$ cat src/rtl/wg_pkg.sv
package wg_pkg;
  typedef struct packed {
    logic cntClear;
    logic cntInc;
    logic loadShadow;
    logic wrImmediate;
  } wg_strobe_t;
endpackage

$ cat src/rtl/wg_datapath.sv
module wg_datapath
  import wg_pkg::*;
#(
  parameter int CNT_W = 16
) (
  input  logic             clk,
  input  logic             rst_n,
  input  wg_strobe_t       strobe,
  input  logic             wrEn,
  input  logic             wrSel,
  input  logic [CNT_W-1:0] wrData,
  output logic             atPeriod,
  output logic             pastCmp
);
  localparam logic [CNT_W-1:0] PERIOD_RST = {CNT_W{1'b1}};
  localparam logic [CNT_W-1:0] CMP_RST    = '0;

  logic [CNT_W-1:0] cnt, actPeriod, actCmp, shPeriod, shCmp;
  logic             pendPeriod, pendCmp;
  logic             wrPeriod, wrCmp;

  assign wrPeriod = wrEn && !wrSel;
  assign wrCmp    = wrEn && wrSel;
  assign atPeriod = cnt >= actPeriod;
  assign pastCmp  = cnt > actCmp;

  always_ff @(posedge clk or negedge rst_n) begin
    if (!rst_n) begin
      cnt <= '0;
    end else if (strobe.cntClear) begin
      cnt <= '0;
    end else if (strobe.cntInc) begin
      cnt <= cnt + 1'b1;
    end
  end

  always_ff @(posedge clk or negedge rst_n) begin
    if (!rst_n) begin
      actPeriod  <= PERIOD_RST;
      shPeriod   <= PERIOD_RST;
      pendPeriod <= 1'b0;
    end else begin
      if (strobe.loadShadow) begin
        if (pendPeriod) actPeriod <= shPeriod;
        pendPeriod <= 1'b0;
      end
      if (wrPeriod) begin
        shPeriod <= wrData;
        if (strobe.wrImmediate) begin
          actPeriod  <= wrData;
          pendPeriod <= 1'b0;
        end else begin
          pendPeriod <= 1'b1;
        end
      end
    end
  end

  always_ff @(posedge clk or negedge rst_n) begin
    if (!rst_n) begin
      actCmp  <= CMP_RST;
      shCmp   <= CMP_RST;
      pendCmp <= 1'b0;
    end else begin
      if (strobe.loadShadow) begin
        if (pendCmp) actCmp <= shCmp;
        pendCmp <= 1'b0;
      end
      if (wrCmp) begin
        shCmp <= wrData;
        if (strobe.wrImmediate) begin
          actCmp  <= wrData;
          pendCmp <= 1'b0;
        end else begin
          pendCmp <= 1'b1;
        end
      end
    end
  end

  // a nonzero count is always the previous count plus one
  p_count_step_r2: assert property (@(posedge clk) disable iff (!rst_n)
    (cnt != '0) |-> (cnt == CNT_W'($past(cnt) + 1'b1)));

  // a pending compare value does not reach the active register before a wrap
  p_preload_hold_r9: assert property (@(posedge clk) disable iff (!rst_n)
    (pendCmp && !strobe.loadShadow && !wrCmp) |=> $stable(actCmp));
endmodule

$ cat src/rtl/wg_ctrl.sv
module wg_ctrl
  import wg_pkg::*;
(
  input  logic       clk,
  input  logic       rst_n,
  input  logic       enable,
  input  logic       startCont,
  input  logic       startSingle,
  input  logic       setOnceMode,
  input  logic       invertPol,
  input  logic       preloadMode,
  input  logic       atPeriod,
  input  logic       pastCmp,
  output wg_strobe_t strobe,
  output logic       waveOut,
  output logic       updateFlag
);
  logic running, singleShot, latched;
  logic wrap, launch;

  assign wrap   = running && atPeriod;
  assign launch = enable && !running && (startCont || startSingle);

  always_comb begin
    strobe.cntClear    = !enable || wrap;
    strobe.cntInc      = running && !atPeriod;
    strobe.loadShadow  = enable && wrap;
    strobe.wrImmediate = !running || !preloadMode;
  end

  always_ff @(posedge clk or negedge rst_n) begin
    if (!rst_n) begin
      running    <= 1'b0;
      singleShot <= 1'b0;
    end else if (!enable) begin
      running    <= 1'b0;
      singleShot <= 1'b0;
    end else if (launch) begin
      running    <= 1'b1;
      singleShot <= !startCont;
    end else if (wrap && singleShot) begin
      running <= 1'b0;
    end
  end

  always_ff @(posedge clk or negedge rst_n) begin
    if (!rst_n) begin
      latched    <= 1'b0;
      updateFlag <= 1'b0;
    end else begin
      updateFlag <= enable && wrap;
      if (!enable) latched <= 1'b0;
      else if (setOnceMode && running && pastCmp) latched <= 1'b1;
    end
  end

  assign waveOut = ((running && pastCmp) || (setOnceMode && latched)) ^ invertPol;

  // one clock after enable is low the pin sits at the idle level
  p_disable_idle_r11: assert property (@(posedge clk) disable iff (!rst_n)
    !enable |=> (waveOut == invertPol));

  // a single-shot run stops at its wrap
  p_single_stop_r4: assert property (@(posedge clk) disable iff (!rst_n)
    (enable && running && singleShot && atPeriod) |=> !running);

  // the update flag only follows a running cycle
  p_update_after_run_r2: assert property (@(posedge clk) disable iff (!rst_n)
    updateFlag |-> $past(running));

  // an enabled start from idle always launches the timer
  p_start_launch_r12: assert property (@(posedge clk) disable iff (!rst_n)
    (enable && !running && (startCont || startSingle)) |=> running);
endmodule

$ cat src/rtl/wave_timer.sv
module wave_timer #(
  parameter int CNT_W = 16
) (
  input  logic             clk,
  input  logic             rst_n,
  input  logic             wrEn,
  input  logic             wrSel,
  input  logic [CNT_W-1:0] wrData,
  input  logic             enable,
  input  logic             startCont,
  input  logic             startSingle,
  input  logic             setOnceMode,
  input  logic             invertPol,
  input  logic             preloadMode,
  output logic             waveOut,
  output logic             updateFlag
);
  wg_pkg::wg_strobe_t strobe;
  logic atPeriod, pastCmp;

  wg_ctrl u_ctrl (
    .clk(clk), .rst_n(rst_n), .enable(enable), .startCont(startCont),
    .startSingle(startSingle), .setOnceMode(setOnceMode), .invertPol(invertPol),
    .preloadMode(preloadMode), .atPeriod(atPeriod), .pastCmp(pastCmp),
    .strobe(strobe), .waveOut(waveOut), .updateFlag(updateFlag)
  );

  wg_datapath #(.CNT_W(CNT_W)) u_dp (
    .clk(clk), .rst_n(rst_n), .strobe(strobe), .wrEn(wrEn), .wrSel(wrSel),
    .wrData(wrData), .atPeriod(atPeriod), .pastCmp(pastCmp)
  );
endmodule

$ cat config.mk
export PLATFORM = sky130hd
export DESIGN_NAME = wave_timer
export DESIGN_NICKNAME = d
export VERILOG_FILES = /design/src/rtl/wg_pkg.sv /design/src/rtl/wg_datapath.sv /design/src/rtl/wg_ctrl.sv /design/src/rtl/wave_timer.sv
export SDC_FILE = /design/constraint.sdc
export NUM_CORES = 1
export LEC_CHECK = 0
export BUFFER_PORTS_ARGS = -buffer_cell sky130_fd_sc_hd__buf_4
export CORE_ASPECT_RATIO = 1.2
export CORE_MARGIN = 2
export CORE_UTILIZATION = 30
export CTS_CLUSTER_DIAMETER = 80
export DETAILED_ROUTE_END_ITERATION = 10
export PLACE_DENSITY = 0.52
export SLEW_MARGIN = 10
export SYNTH_ARGS = -nofsm -noshare
export SYNTH_HDL_FRONTEND = slang
export SYNTH_SLANG_ARGS = --single-unit
export TNS_END_PERCENT = 10
$ cat constraint.sdc
create_clock -name clk -period 3.28 [get_ports clk]
set_input_delay 0.164 -clock clk [delete_from_list [all_inputs] [get_ports clk]]
set_output_delay 0.164 -clock clk [all_outputs]
set_load 0.01 [all_outputs]
==> results.txt, run 1 <==
The run finished, with violations left. The checks that failed: negative hold slack. After detailed routing, the met2 layer carries 4751 µm of wire. The post-layout utilization of the core came out at 35.80%. The post-route worst setup slack came out at 0.7496 ns. Die extent in x: 116.4 µm. For this design, the CTS-stage hold fixing added 0 buffers. The worst register-to-register path ends at u_dp.actPeriod[1]. Yosys mapped the design onto 38 distinct sky130hd cell types. After floorplanning, the core was divided into 49 placement rows. Once the clock tree was built, the resizer swapped 0 gates to a different size. After the first detailed-routing iteration, the DRC count stood at 55.

sky130_fd_sc_hd__nor2_1 is the most common cell in the netlist. Reg-to-reg startpoint: u_dp.actPeriod[13]. The clock reaches the later pin of the worst-skew pair after 0.35 ns.

The leakage dissipation was 2.369 nW; the delay contributed by the slowest stage of the critical path was 0.53 ns. From synthesis to final layout, the design area changed by 17.18%. The total placed instance area was 5002 µm²; the clock sink total was 86. The total overflow reported by the global router came out at 0.

The run gives 3113 as the number of global-route vias before repair. Setup violations remaining at the end of the flow were counted as 0. In this run, CTS created clock tree buffers numbering 9. In this run the power density over the cells is 522.9 nW/µm². The fraction of synthesized cell area in xor and xnor cells works out to 2.886%.

For the number of standard cells after synthesis, the log shows 428. For the finished layout, the period the worst path requires is 2.530 ns. In this run, the clock network consumes 40.2% of the power.

Entering global routing, the biggest net connects 84 pins. The final max-slew violation count is 0, and the buffering stage count on the worst path with inverters included is 2. By count the netlist is led by sky130_fd_sc_hd__nor2_1 (57), sky130_fd_sc_hd__dfrtp_1 (54), sky130_fd_sc_hd__a21oi_1 (52). The net switching share of the total power came out at 24.91%. Wire length of the first global-routing pass: 16360 µm. In this run, the combinational gates consume 12.9% of the power.

The H-tree generated during clock tree synthesis spans 3 levels. Yosys attributes the largest share of cell area to sky130_fd_sc_hd__dfrtp_1 (30%), sky130_fd_sc_hd__dfstp_2 (18%), sky130_fd_sc_hd__ha_1 (9.1%). After detailed routing, the number of remaining DRC violations is 0. Walking the worst path, the cells encountered are inv_1 -> ha_1 -> nand4_2 -> nor4_2 -> a22oi_2 -> a21oi_4 -> buf_12 -> mux2i_1 -> a21oi_1.

The tools report the register share of total power as 46.8%. The depth of the worst register-to-register path is 9, and the register clock-pin slew on the reported worst setup and hold paths is 0.07 ns. The internal portion of the total power is 0.002094 W. The tree is rooted in a sky130_fd_sc_hd__clkbuf_16.

Data arrives at the worst endpoint at 2.79 ns. The routed metal-1 wirelength is 4713 µm. The kind of cell adding the most delay to the critical path is compound AO/OA/AOI/OAI gates.

Dividing the detail-routed via count by the number of cells gives 4.659. The type of the most critical hold path was primary input to asynchronous set/reset pin. At the pin with the least slew margin, the transition time is 1.060 ns. After synthesis, the largest family of logic cells by area is multiplexers. After synthesis, flip-flops and latches occupy 48.16% of the total area.

Across every metal layer, demand over resource in global routing totals 13.34%. The tools report the cell area after layout as 5334 µm². The final cycle utilization of the critical path was 77.14%; the worst supply voltage drop on vdd was 0.3147 mV. TritonCTS built the clock tree. Cells with a size suffix above 1 make up 25.86% of the layout. After synthesis the netlist holds a flip-flop and latch count of 86. The setup slack of the most critical reg-to-reg path was 0.75 ns. The fraction of the mapped netlist area in compound gates is 9.813%, and the number of search-and-repair iterations in the first detailed-routing pass is 4.

The critical path is of the flop to flop type. The share of Yosys cell area claimed by the top area cell type is 29.69%. The number of setup buffers added after CTS is 0.

The cell type with the highest aggregate area in the netlist is sky130_fd_sc_hd__dfrtp_1. The run gives 0.7950 as the weighted congestion reported at the end of routability-driven placement. Critical path's slowest cell: sky130_fd_sc_hd__dfstp_2. Setup total negative slack on the finished layout was measured at 0 ns.

The logs give 30.55% for the starting density of the core and 237 µm for the total length of routed met3 wires. The tools report the number of cells after detailed placement as 652. The count of input and output buffers was 27. The tools report the max-slew headroom at the worst pin as 29.31%. The HPWL after detailed placement is 7270 µm. Setup repair after global routing left no endpoint under its margin.

The tools report the layout net count as 518. The post-synthesis average cell area is 10.64 µm², and the count of non-filler cells in the finished layout is 668. Sort of element at the end of the critical path: a flop. The number of nets in the synthesized netlist is 487. Of all flip-flops after synthesis, the portion carrying an async set or reset was 100.0%. STA puts the critical path data required time at 3.54 ns. The Yosys step of the flow raised 0 warnings. The floorplan step set the die height to 138.9 µm. The logs give 2 for the number of hold violations in the final report and 28 for the top-level port count. Timing would allow up to 395.2 MHz. Summed over all nets, the switching power comes to 0.0006947 W. The number of antenna diodes in the final layout is 0. The worst hold slack came out at -0.008273 ns. In the final routed layout, each cell accounts on average for 14.90 µm. The number of enable flip-flop cells after synthesis was 0; the pre-CTS setup slack was 0.7444 ns. No sink is reached through more buffers than the 2 on the longest clock path. The worst setup path is launched from a flop.

The highest layer touched by signal routing is met4. For the number of antenna violations at the first check in global routing, the log shows 0. In the synthesized netlist the dominant register cell turns out to be sky130_fd_sc_hd__dfrtp_1.

The adder and majority gate portion of the synthesized area was 9.071%. The final route contains 3112 vias. After synthesis, the share of cell area in mux cells is 14.95%. After detailed routing, the total wire length is 9954 µm.

The tool flagged a number of max-cap violations equal to 0. After Yosys synthesis, and, or, nand and nor cells account for 10.72% of the synthesized area. In this run the standard cell core region covers 14900 µm².

The floorplan step defined a die boundary enclosing 16180 µm². The worst clock skew on the final layout was 0.009932 ns. The number of nets with antenna violations after routing was 0; the maximum net fanout on the critical path was 9.

The synthesized netlist occupies a cell area of 4552 µm².
sequential cells by signal (all words and copies together) (netlist names):
register	count
u_dp.shCmp	16
u_dp.actPeriod	16
u_ctrl.singleShot	1
u_dp.shPeriod	16
u_dp.cnt	16
u_dp.actCmp	16
u_dp.pendPeriod	1
u_ctrl.updateFlag	1
u_dp.pendCmp	1
u_ctrl.latched	1
u_ctrl.running	1
how the worst max path moves through the flow:
stage                  startpoint                end  slack, ns  cells past startpoint
2_1_floorplan  u_dp.actPeriod[14]    u_dp.actCmp[10]       0.97                      9
3_3_place_gp   u_dp.actPeriod[13]  u_dp.actPeriod[7]       0.80                      9
3_5_place_dp   u_dp.actPeriod[13]  u_dp.actPeriod[0]       0.74                      9
4_1_cts        u_dp.actPeriod[13]  u_dp.actPeriod[6]       0.73                      9
5_1_grt        u_dp.actPeriod[13]  u_dp.actPeriod[4]       0.58                      9
6_report       u_dp.actPeriod[13]  u_dp.actPeriod[1]       0.75                      9
power groups by stage:
| stage | Sequential (W) | Clock (W) | Combinational (W) |
|---|---|---|---|
| 6_report | 0.00131 | 0.00112 | 0.000361 |
| 5_1_grt | 0.00133 | 0.00120 | 0.000414 |
| 4_1_cts | 0.00131 | 0.00115 | 0.000369 |
| 3_5_place_dp | 0.00133 | 0 | 0.000368 |
| 3_3_place_gp | 0.00132 | 0 | 0.000355 |
| 2_1_floorplan | 0.00130 | 0 | 0.000253 |
stage by stage:
stage / hold slack [ns] / power (W)
after floorplan: -0.1316 / 0.001549
after CTS: 0.01003 / 0.002829
after global routing: 0.01595 / 0.002938
after detailed placement: 0.3690 / 0.001694
final: -0.008273 / 0.002789
after global placement: 0.3682 / 0.001676
cell usage in the layout, fill, tap and decap left out, drive strengths merged, types with 4 or more instances in the layout:
cell and n:
inv 37, dfrtp 54, buf 33, nand3 8, nand4 8, nor2b 4, mux2i 32, nor2 57
dfstp 32, xnor2 8, xor2 7, nand2 16, clkbuf 10, o21ai 8, mux2 32, ha 33
a21oi 54
cell type report:
class / count / area (µm²)
clock buffer: 10 / 239.0
clock inverter: 6 / 92.59
fill: 1472 / 9564
inverter: 36 / 135.1
multi-input combinational: 293 / 2160
sequential: 86 / 2192
tap: 204 / 255.2
timing repair buffer: 33 / 260.3
layer usage:
layer,global-route usage (%),vias up
met2,20.78,39
met4,6.140,0
met5,0,-
met3,2.491,12
li1,-,1548
met1,17.83,1513
kinds of logic after synthesis:
| kind of cell | after synthesis |
|---|---|
| compound gates | 76 |
| xor+xnor | 15 |
| fa+ha+maj | 33 |
| buf+inv | 49 |
| flops | 86 |
| mux | 64 |
| simple gates | 105 |
worst reg2reg max path, cell delays in order (launching register included):
cell and delay (ns):
sky130_fd_sc_hd__dfstp_2 0.53, sky130_fd_sc_hd__inv_1 0.05, sky130_fd_sc_hd__ha_1 0.31, sky130_fd_sc_hd__nand4_2 0.13, sky130_fd_sc_hd__nor4_2 0.33, sky130_fd_sc_hd__a22oi_2 0.19
sky130_fd_sc_hd__a21oi_4 0.44, sky130_fd_sc_hd__buf_12 0.20, sky130_fd_sc_hd__mux2i_1 0.19, sky130_fd_sc_hd__a21oi_1 0.09
(Power assumes the default switching activity.)
==> run 2: changes to the inputs <==
--- a/config.mk
+++ b/config.mk
@@ -11,7 +11,7 @@
 export CORE_UTILIZATION = 30
 export CTS_CLUSTER_DIAMETER = 80
 export DETAILED_ROUTE_END_ITERATION = 10
-export PLACE_DENSITY = 0.52
+export PLACE_DENSITY = 0.54
 export SLEW_MARGIN = 10
 export SYNTH_ARGS = -nofsm -noshare
 export SYNTH_HDL_FRONTEND = slang
==> constraint.sdc (replaced) <==
create_clock -name clk -period 2.08 [get_ports clk]
set_input_delay 0.104 -clock clk [delete_from_list [all_inputs] [get_ports clk]]
set_output_delay 0.104 -clock clk [all_outputs]
set_load 0.01 [all_outputs]
==> results.txt, run 2 (synthesis gave the netlist of run 1 again) <==
The run finished, with violations left. The final reports fail on negative setup slack. The total overflow reported by the global router is 0 (unchanged).

The run gives 2.29 ns (-1.25 ns) as the critical path data required time. The transition time at the pin with the least slew margin is 0.6073 ns (-0.4531 ns), and the number of vias per cell is 4.644 (-0.32%). The number of nets with antenna violations after routing came out at 0 (unchanged).

The tools report the number of antenna violations at the first check in global routing as 0 (unchanged). The library cells used most frequently in the layout, excluding fill and tap cells, are sky130_fd_sc_hd__buf_4 (58), sky130_fd_sc_hd__nor2_1 (54), sky130_fd_sc_hd__dfrtp_1 (54), sky130_fd_sc_hd__a21oi_1 (46). The share of final-layout standard cells stronger than drive strength 1 works out to 36.95% (+11 points). The largest buffer count on any clock path came out at 2 (unchanged). The run gives 10610 µm (+6.6%) as the total wire length. The run gives -5.014 ns (-5.014 ns) as the final sum of negative setup slack. The logs give 443.1 MHz (+12%) for the fmax and 39.04% (+3.2 points) for the post-layout utilization of the core. Filler cell count in the final layout: 1445 (-1.8%). The time the worst path needs with I/O delays and setup works out to 2.257 ns (-0.2734 ns). In this run the most critical hold path is launched from wrData[2].

The worst hold path was traced through 2 stages. Pre-CTS setup slack: -0.1910 ns (-0.9354 ns). The leading cell type in the layout, fill and taps excluded was sky130_fd_sc_hd__buf_4. The footprint of the multi-input gates was 2390 µm² (+11%). The switching power was 0.001121 W (+61%); the area of the die was 16180 µm² (unchanged). Ratio of total power to cell area: 720.3 nW/µm² (+38%). Setup repair after global routing could not meet its margin everywhere. The tools report the clock sink total as 86 (unchanged). The die extent in x is 116.4 µm (unchanged). The initial detailed-routing violation count came out at 101 (+84%).

For the clock insertion delay at the later pin of the skew report, the log shows 0.34 ns (about the same). The final max-slew violation count came out at 0 (unchanged). Layout net count: 552 (+6.6%). The run gives 49.2% (+2.4 points) as the register share of total power. The number of levels the H-tree was split into came out at 3 (unchanged).

The tools report the overall track demand over capacity in global routing as 13.90% (+0.57 points). The worst register-to-register path begins at u_dp.actPeriod[10]. For the max-slew headroom at the worst pin, the log shows 59.51% (+30 points). The number of inserted diodes was 0 (unchanged); the post-detailed-placement half-perimeter wirelength was 7566 µm (+4.1%).

The vertical die dimension is 138.9 µm (unchanged). Depth of the worst register-to-register path: 9 (unchanged). The tools report the relative contribution of combinational cells to total power as 15.8% (+2.9 points).

The critical path is of the flop to flop type. The net switching share of the total power is 26.75% (+1.8 points), and the weighted congestion reported at the end of routability-driven placement is 0.7977 (+0.34%). STA classifies the critical path endpoint as a flop.

TritonCTS built the clock tree. The top-level port count is 28 (unchanged). The tools report the number of search-and-repair iterations in the first detailed-routing pass as 4 (unchanged).

The run gives 30.55% (unchanged) as the starting density of the core. The final cycle utilization of the critical path was 108.5% (+31 points); the total power was 0.004189 W (+50%). The endpoint of the worst hold-timing path was u_dp.shPeriod[2].

Maximum net fanout on the critical path: 8 (-1). The area growth from synthesis to layout is 27.76%. The wire length of the first global-routing pass is 17280 µm (+5.7%). The number of standard-cell rows in the floorplan was 49 (unchanged). For the total clock buffers created by CTS, the log shows 9 (unchanged).

The max-cap violation count is 0 (unchanged), and the storage element area is 2192 µm² (unchanged). The total DRC errors in the routed layout came out at 0 (unchanged). Endpoint of the lowest-slack register-to-register path: u_dp.actCmp[11]. STA classifies the critical path startpoint as a flop. The type of the most critical hold path was primary input to flop. The area of the core was 14900 µm² (unchanged); the count of input and output buffers was 27 (unchanged). The arrival time at the worst endpoint is 2.47 ns (-0.32 ns).

The detailed-route via count came out at 3260 (+4.8%). The mean routed wirelength per cell was 15.11 µm (+1.4%); the number of hold violations in the final report was 0 (-2). The tools report the worst supply voltage drop on vdd as 0.4117 mV (+31%). The setup slack of the most critical reg-to-reg path was -0.18 ns (-0.93 ns).

The post-route worst setup slack was -0.1770 ns (-0.9266 ns); the number of global-route vias before repair was 3397 (+9.1%). The tools report the clock network power share as 35.0% (-5.2 points). The run gives 2.524 nW (+6.6%) as the leakage dissipation.

The maximum number of pins on one net before global-route repair came out at 45 (-46%). The cell sitting at the root of the clock tree is a sky130_fd_sc_hd__clkbuf_16. The register clock-pin slew on the reported worst setup and hold paths was 0.06 ns (about the same). The final count of negative-setup-slack endpoints was 52 (+52); the worst clock skew on the final layout was 0.006161 ns (-0.003771 ns). The internal power was 0.003068 W (+47%).
run 2: cell count changes in the layout (fill, tap and decap cells not counted), moves of 3 or more:
cell,change
sky130_fd_sc_hd__inv_2,+7
sky130_fd_sc_hd__buf_4,+26
sky130_fd_sc_hd__a21oi_2,+6
sky130_fd_sc_hd__inv_1,-7
sky130_fd_sc_hd__o21ai_0,-6
sky130_fd_sc_hd__o21ai_1,+5
sky130_fd_sc_hd__ha_4,+12
sky130_fd_sc_hd__clkinv_2,+3
sky130_fd_sc_hd__buf_6,+3
sky130_fd_sc_hd__ha_1,-12
sky130_fd_sc_hd__a21oi_1,-6
sky130_fd_sc_hd__nor2_1,-3
run 2: worst max-delay path: stages, from the launching register on:
cell	delay, ns
sky130_fd_sc_hd__dfstp_2	0.53
sky130_fd_sc_hd__inv_2	0.04
sky130_fd_sc_hd__ha_4	0.26
sky130_fd_sc_hd__nand4_4	0.13
sky130_fd_sc_hd__nor4_4	0.29
sky130_fd_sc_hd__a22oi_2	0.17
sky130_fd_sc_hd__a21oi_4	0.22
sky130_fd_sc_hd__buf_12	0.17
sky130_fd_sc_hd__mux2i_2	0.20
sky130_fd_sc_hd__a21oi_1	0.08
run 2: layer usage:
layer / share of wire, % / up-vias / track usage (%) / wire, µm
met1: 44 / 1606 / 17.73 / 4652
met5: 0 / - / 0 / 0
met3: 1.9 / 14 / 2.142 / 206
met4: 2.1 / 0 / 6.078 / 218
li1: - / 1606 / - / -
met2: 52 / 34 / 23.10 / 5532
run 2: cell type report:
type | count | share of cell area, %
Clock buffer | 10 | 3.937
Clock inverter | 6 | 0.6885
Inverter | 36 | 2.324
Multi-Input combinational cell | 293 | 41.09
Sequential cell | 86 | 37.69
Tap cell | 204 | 4.389
Timing Repair Buffer | 67 | 9.875
run 2: power groups by stage:
| stage | sequential (W) | combinational [W] | clock, W |
|---|---|---|---|
| floorplan | 0.00205 | 0.000419 | 0 |
| global placement | 0.00208 | 0.000602 | 0 |
| detailed placement | 0.00209 | 0.000618 | 0 |
| CTS | 0.00206 | 0.000640 | 0.00151 |
| global route | 0.00209 | 0.000753 | 0.00158 |
| finish | 0.00206 | 0.000662 | 0.00147 |
run 2: repair_timing:
item | CTS | global route
endpoints found under the setup margin | 52 | 53
cloned | 0 | 1
setup buffers | 6 | 2
pin swaps | 9 | 25
gates resized for setup | 21 | 16
hold buffers | 2 | 0
hold endpoints to repair | 32 | 0
run 2: worst max-delay path by stage:
| stage | depth (start not counted) | to | slack, ns | from |
|---|---|---|---|---|
| 3_3_place_gp | 9 | u_dp.actCmp[15] | -0.15 | u_dp.actPeriod[10] |
| 6_report | 9 | u_dp.actCmp[11] | -0.18 | u_dp.actPeriod[10] |
| 2_1_floorplan | 9 | u_dp.actCmp[10] | -0.13 | u_dp.actPeriod[10] |
| 3_5_place_dp | 9 | u_dp.actCmp[15] | -0.19 | u_dp.actPeriod[10] |
| 5_1_grt | 9 | u_dp.actCmp[12] | -0.30 | u_dp.actPeriod[10] |
| 4_1_cts | 9 | u_dp.actCmp[15] | -0.19 | u_dp.actPeriod[7] |
run 2: metrics by stage:
step	hold WS, ns	instance area (µm²)	cells
floorplan	-0.1916	4611	428
global placement	0.1526	5259	675
detailed placement	0.1615	5259	675
CTS	0.004941	5688	699
global route	0.01701	5816	702
finish	0.01680	5816	702
==> run 3: changes to the inputs <==
--- a/config.mk
+++ b/config.mk
@@ -6,12 +6,14 @@
 export NUM_CORES = 1
 export LEC_CHECK = 0
 export BUFFER_PORTS_ARGS = -buffer_cell sky130_fd_sc_hd__buf_4
+export CELL_PAD_IN_SITES_DETAIL_PLACEMENT = 0
+export CELL_PAD_IN_SITES_GLOBAL_PLACEMENT = 1
 export CORE_ASPECT_RATIO = 1.2
 export CORE_MARGIN = 2
 export CORE_UTILIZATION = 30
 export CTS_CLUSTER_DIAMETER = 80
 export DETAILED_ROUTE_END_ITERATION = 10
-export PLACE_DENSITY = 0.54
+export PLACE_DENSITY = 0.63
 export SLEW_MARGIN = 10
 export SYNTH_ARGS = -nofsm -noshare
 export SYNTH_HDL_FRONTEND = slang
==> results.txt, run 3 (synthesis gave the netlist of run 1 again) <==
The setup path with the least slack is of type flop to flop. The run gives 0 (unchanged) as the total DRC errors in the routed layout. In this design, the largest share of critical-path delay is due to flip-flops. The vertical die dimension was 138.9 µm (unchanged); the number of vias per cell was 4.569 (-1.6%). The final count of negative-setup-slack endpoints was 53 (+1.9%). For this design, the slowest cell found on the critical path is sky130_fd_sc_hd__dfstp_2. The run gives 678 (+0.44%) as the number of cells after detailed placement. The critical path data required time was 2.31 ns (+0.02 ns). The detailed-route via count was 3226 (-1.0%). The number of global-route vias before repair came out at 3344 (-1.6%). The run gives 0 (unchanged) as the final max-slew violation count.

The tightest min-delay check is of the primary input to flop type. The final cycle utilization of the critical path was 108.1% (-0.41 points). The max-slew headroom at the worst pin was 60.70% (+1.2 points). The initial detailed-routing violation count is 69 (-32%). The checks that failed: negative setup slack.

The post-layout utilization of the core is 39.55% (+0.51 points), and the clock insertion delay at the later pin of the skew report is 0.34 ns (about the same). The number of levels the H-tree was split into was 3 (unchanged). The total wire length is 10660 µm (+0.48%), and the buffering stage count on the worst path with inverters included is 3 (+1). The tools report the number of antenna violations at the first check in global routing as 0 (unchanged).

The top-level port count is 28 (unchanged). In the layout the commonest cells are sky130_fd_sc_hd__buf_4 (59), sky130_fd_sc_hd__nor2_1 (56), sky130_fd_sc_hd__dfrtp_1 (54), sky130_fd_sc_hd__a21oi_1 (42). The arrival time at the worst endpoint is 2.48 ns (about the same).

The area growth from synthesis to layout is 29.44%. The leakage dissipation was 2.557 nW (+1.3%). Setup repair after global routing could not meet its margin everywhere. The layout net count was 556 (+0.72%).

The share of final-layout standard cells stronger than drive strength 1 is 38.05% (+1.1 points), and the maximum number of pins on one net before global-route repair is 46 (+2.2%). Weighted congestion reported at the end of routability-driven placement: 0.7955 (-0.28%). The number of inserted diodes is 0 (unchanged).

Traced cell by cell, the critical path runs through inv_2 -> ha_4 -> nand4_4 -> nor4_2 -> a22oi_2 -> buf_4 -> nand2_2 -> buf_6 -> nor3_2 -> o31a_1. The tools report the relative contribution of combinational cells to total power as 15.9% (about the same). In this run the most critical hold path is launched from wrData[12]. The depth of the worst register-to-register path came out at 10 (+1). Clock tree synthesis selected as its root buffer the cell sky130_fd_sc_hd__clkbuf_16.

The run gives 86 (unchanged) as the clock sink total. For the starting density of the core, the log shows 30.55% (unchanged). For the fmax, the log shows 444.7 MHz (+0.38%).

The post-route worst setup slack came out at -0.1685 ns (+0.008468 ns). The run gives 0.3736 mV (-9.3%) as the worst supply voltage drop on vdd. The clock network power share is 35.7% (+0.7 points), and the depth of the worst hold-timing path is 3 (+1). The logs give 0 (unchanged) for the number of nets with antenna violations after routing and 0 (unchanged) for the total overflow reported by the global router.

For the register share of total power, the log shows 48.3% (-0.9 points). The nature of the critical path startpoint was a flop. The worst register-to-register path ends at u_dp.cnt[2].

The count of input and output buffers was 27 (unchanged). The overall track demand over capacity in global routing came out at 14.31% (+0.40 points). The total clock buffers created by CTS is 9 (unchanged), and the pre-CTS setup slack is -0.3135 ns (-0.1225 ns). The leading cell type in the layout, fill and taps excluded was sky130_fd_sc_hd__buf_4.

The run gives 706 (+0.57%) as the count of non-filler cells in the finished layout. The tools report the number of standard-cell rows in the floorplan as 49 (unchanged). The flow ran to the end, but the final reports show violations. Net switching share of the total power: 27.36% (+0.61 points). STA classifies the critical path endpoint as a flop. The logs give 17840 µm (+3.2%) for the wire length of the first global-routing pass and 0.001164 W (+3.8%) for the switching power. The area of the die was 16180 µm² (unchanged). The transition time at the pin with the least slew margin was 0.5895 ns (-0.01784 ns).

The area of the core is 14900 µm² (unchanged), and the register clock-pin slew on the reported worst setup and hold paths is 0.06 ns (about the same). The run gives 0.01631 ns (-0.0004963 ns) as the worst hold slack. Critical path depth: 10 (+1). The ratio of total power to cell area works out to 721.7 nW/µm² (+0.19%). The tools report the max-cap violation count as 0 (unchanged).

The die extent in x was 116.4 µm (unchanged); the worst clock skew on the final layout was 0.006497 ns (+0.0003356 ns). The largest buffer count on any clock path was 2 (unchanged). The tools report the endpoint of the worst hold-timing path as u_dp.actPeriod[12]. The logs give -0.17 ns (about the same) for the setup slack of the most critical reg-to-reg path and 0 (unchanged) for the number of hold violations in the final report. The delay contributed by the slowest stage of the critical path is 0.55 ns (+0.02 ns).

The time the worst path needs with I/O delays and setup came out at 2.249 ns (-0.008468 ns). In this run the critical register-to-register path is launched from u_dp.actPeriod[8]. The maximum net fanout on the critical path came out at 5 (-3).

The mean routed wirelength per cell is 15.10 µm (about the same), and the post-detailed-placement half-perimeter wirelength is 7690 µm (+1.6%). TritonCTS built the clock tree. For the number of search-and-repair iterations in the first detailed-routing pass, the log shows 4 (unchanged). The tools report the internal power as 0.003089 W (+0.66%).
-- run 3: through the flow --
stage	TNS, ns	instance area, µm²	power, W
finish	-4.977	5892	0.004252
global route	-11.51	5892	0.004490
CTS	-6.177	5744	0.004280
detailed placement	-12.61	5294	0.002718
global placement	-9.700	5294	0.002693
floorplan	-3.625	4611	0.002464
-- run 3: routing by layer --
metal	vias up	routed length, µm	track usage [%]	part of all wire [%]
met2	28	5285	23.47	50
met1	1561	4993	19.02	47
met5	-	0	0	0
li1	1623	-	-	-
met3	14	189	2.316	1.8
met4	0	191	4.950	1.8
-- run 3: worst max-delay path by stage --
stage / slack [ns] / to / startpoint
after detailed placement: -0.31 / u_dp.cnt[2] / u_dp.actPeriod[13]
after CTS: -0.17 / u_dp.actCmp[3] / u_dp.actPeriod[8]
final: -0.17 / u_dp.cnt[2] / u_dp.actPeriod[8]
after global routing: -0.30 / waveOut / u_dp.cnt[14]
after floorplan: -0.13 / u_dp.actCmp[10] / u_dp.actPeriod[10]
after global placement: -0.24 / u_dp.pendCmp / u_dp.actPeriod[13]
-- run 3: power by group through the flow --
stage | clock network [W] | logic, W | registers [W]
final | 0.00152 | 0.000678 | 0.00206
after detailed placement | 0 | 0.000634 | 0.00208
after CTS | 0.00157 | 0.000654 | 0.00206
after global placement | 0 | 0.000614 | 0.00208
after global routing | 0.00164 | 0.000771 | 0.00208
after floorplan | 0 | 0.000419 | 0.00205
-- run 3: what timing repair did --
item	in CTS	in global routing
endpoints found under the hold margin	23	0
pin swaps	24	14
setup endpoints to repair	53	54
resized for setup	17	25
setup buffers	10	4
hold buffers	2	0
-- run 3: worst reg2reg max path, delay by kind of cell (launching register included) --
kind | cells | cell delay (ns)
AOI/OAI and AO/OA | 2 | 0.47
adders and majority gates | 1 | 0.27
buffers and inverters | 3 | 0.35
DFF | 1 | 0.55
and+or+nand+nor | 4 | 0.52
-- run 3: cell type report --
class,instances,area (µm²)
flip-flops and latches,86,2192
multi-input cells,293,2424
inverters,36,135.1
clock inverters,6,46.29
clock buffers,10,229.0
repair buffers,71,610.6
well taps,204,255.2
fillers,1443,9006
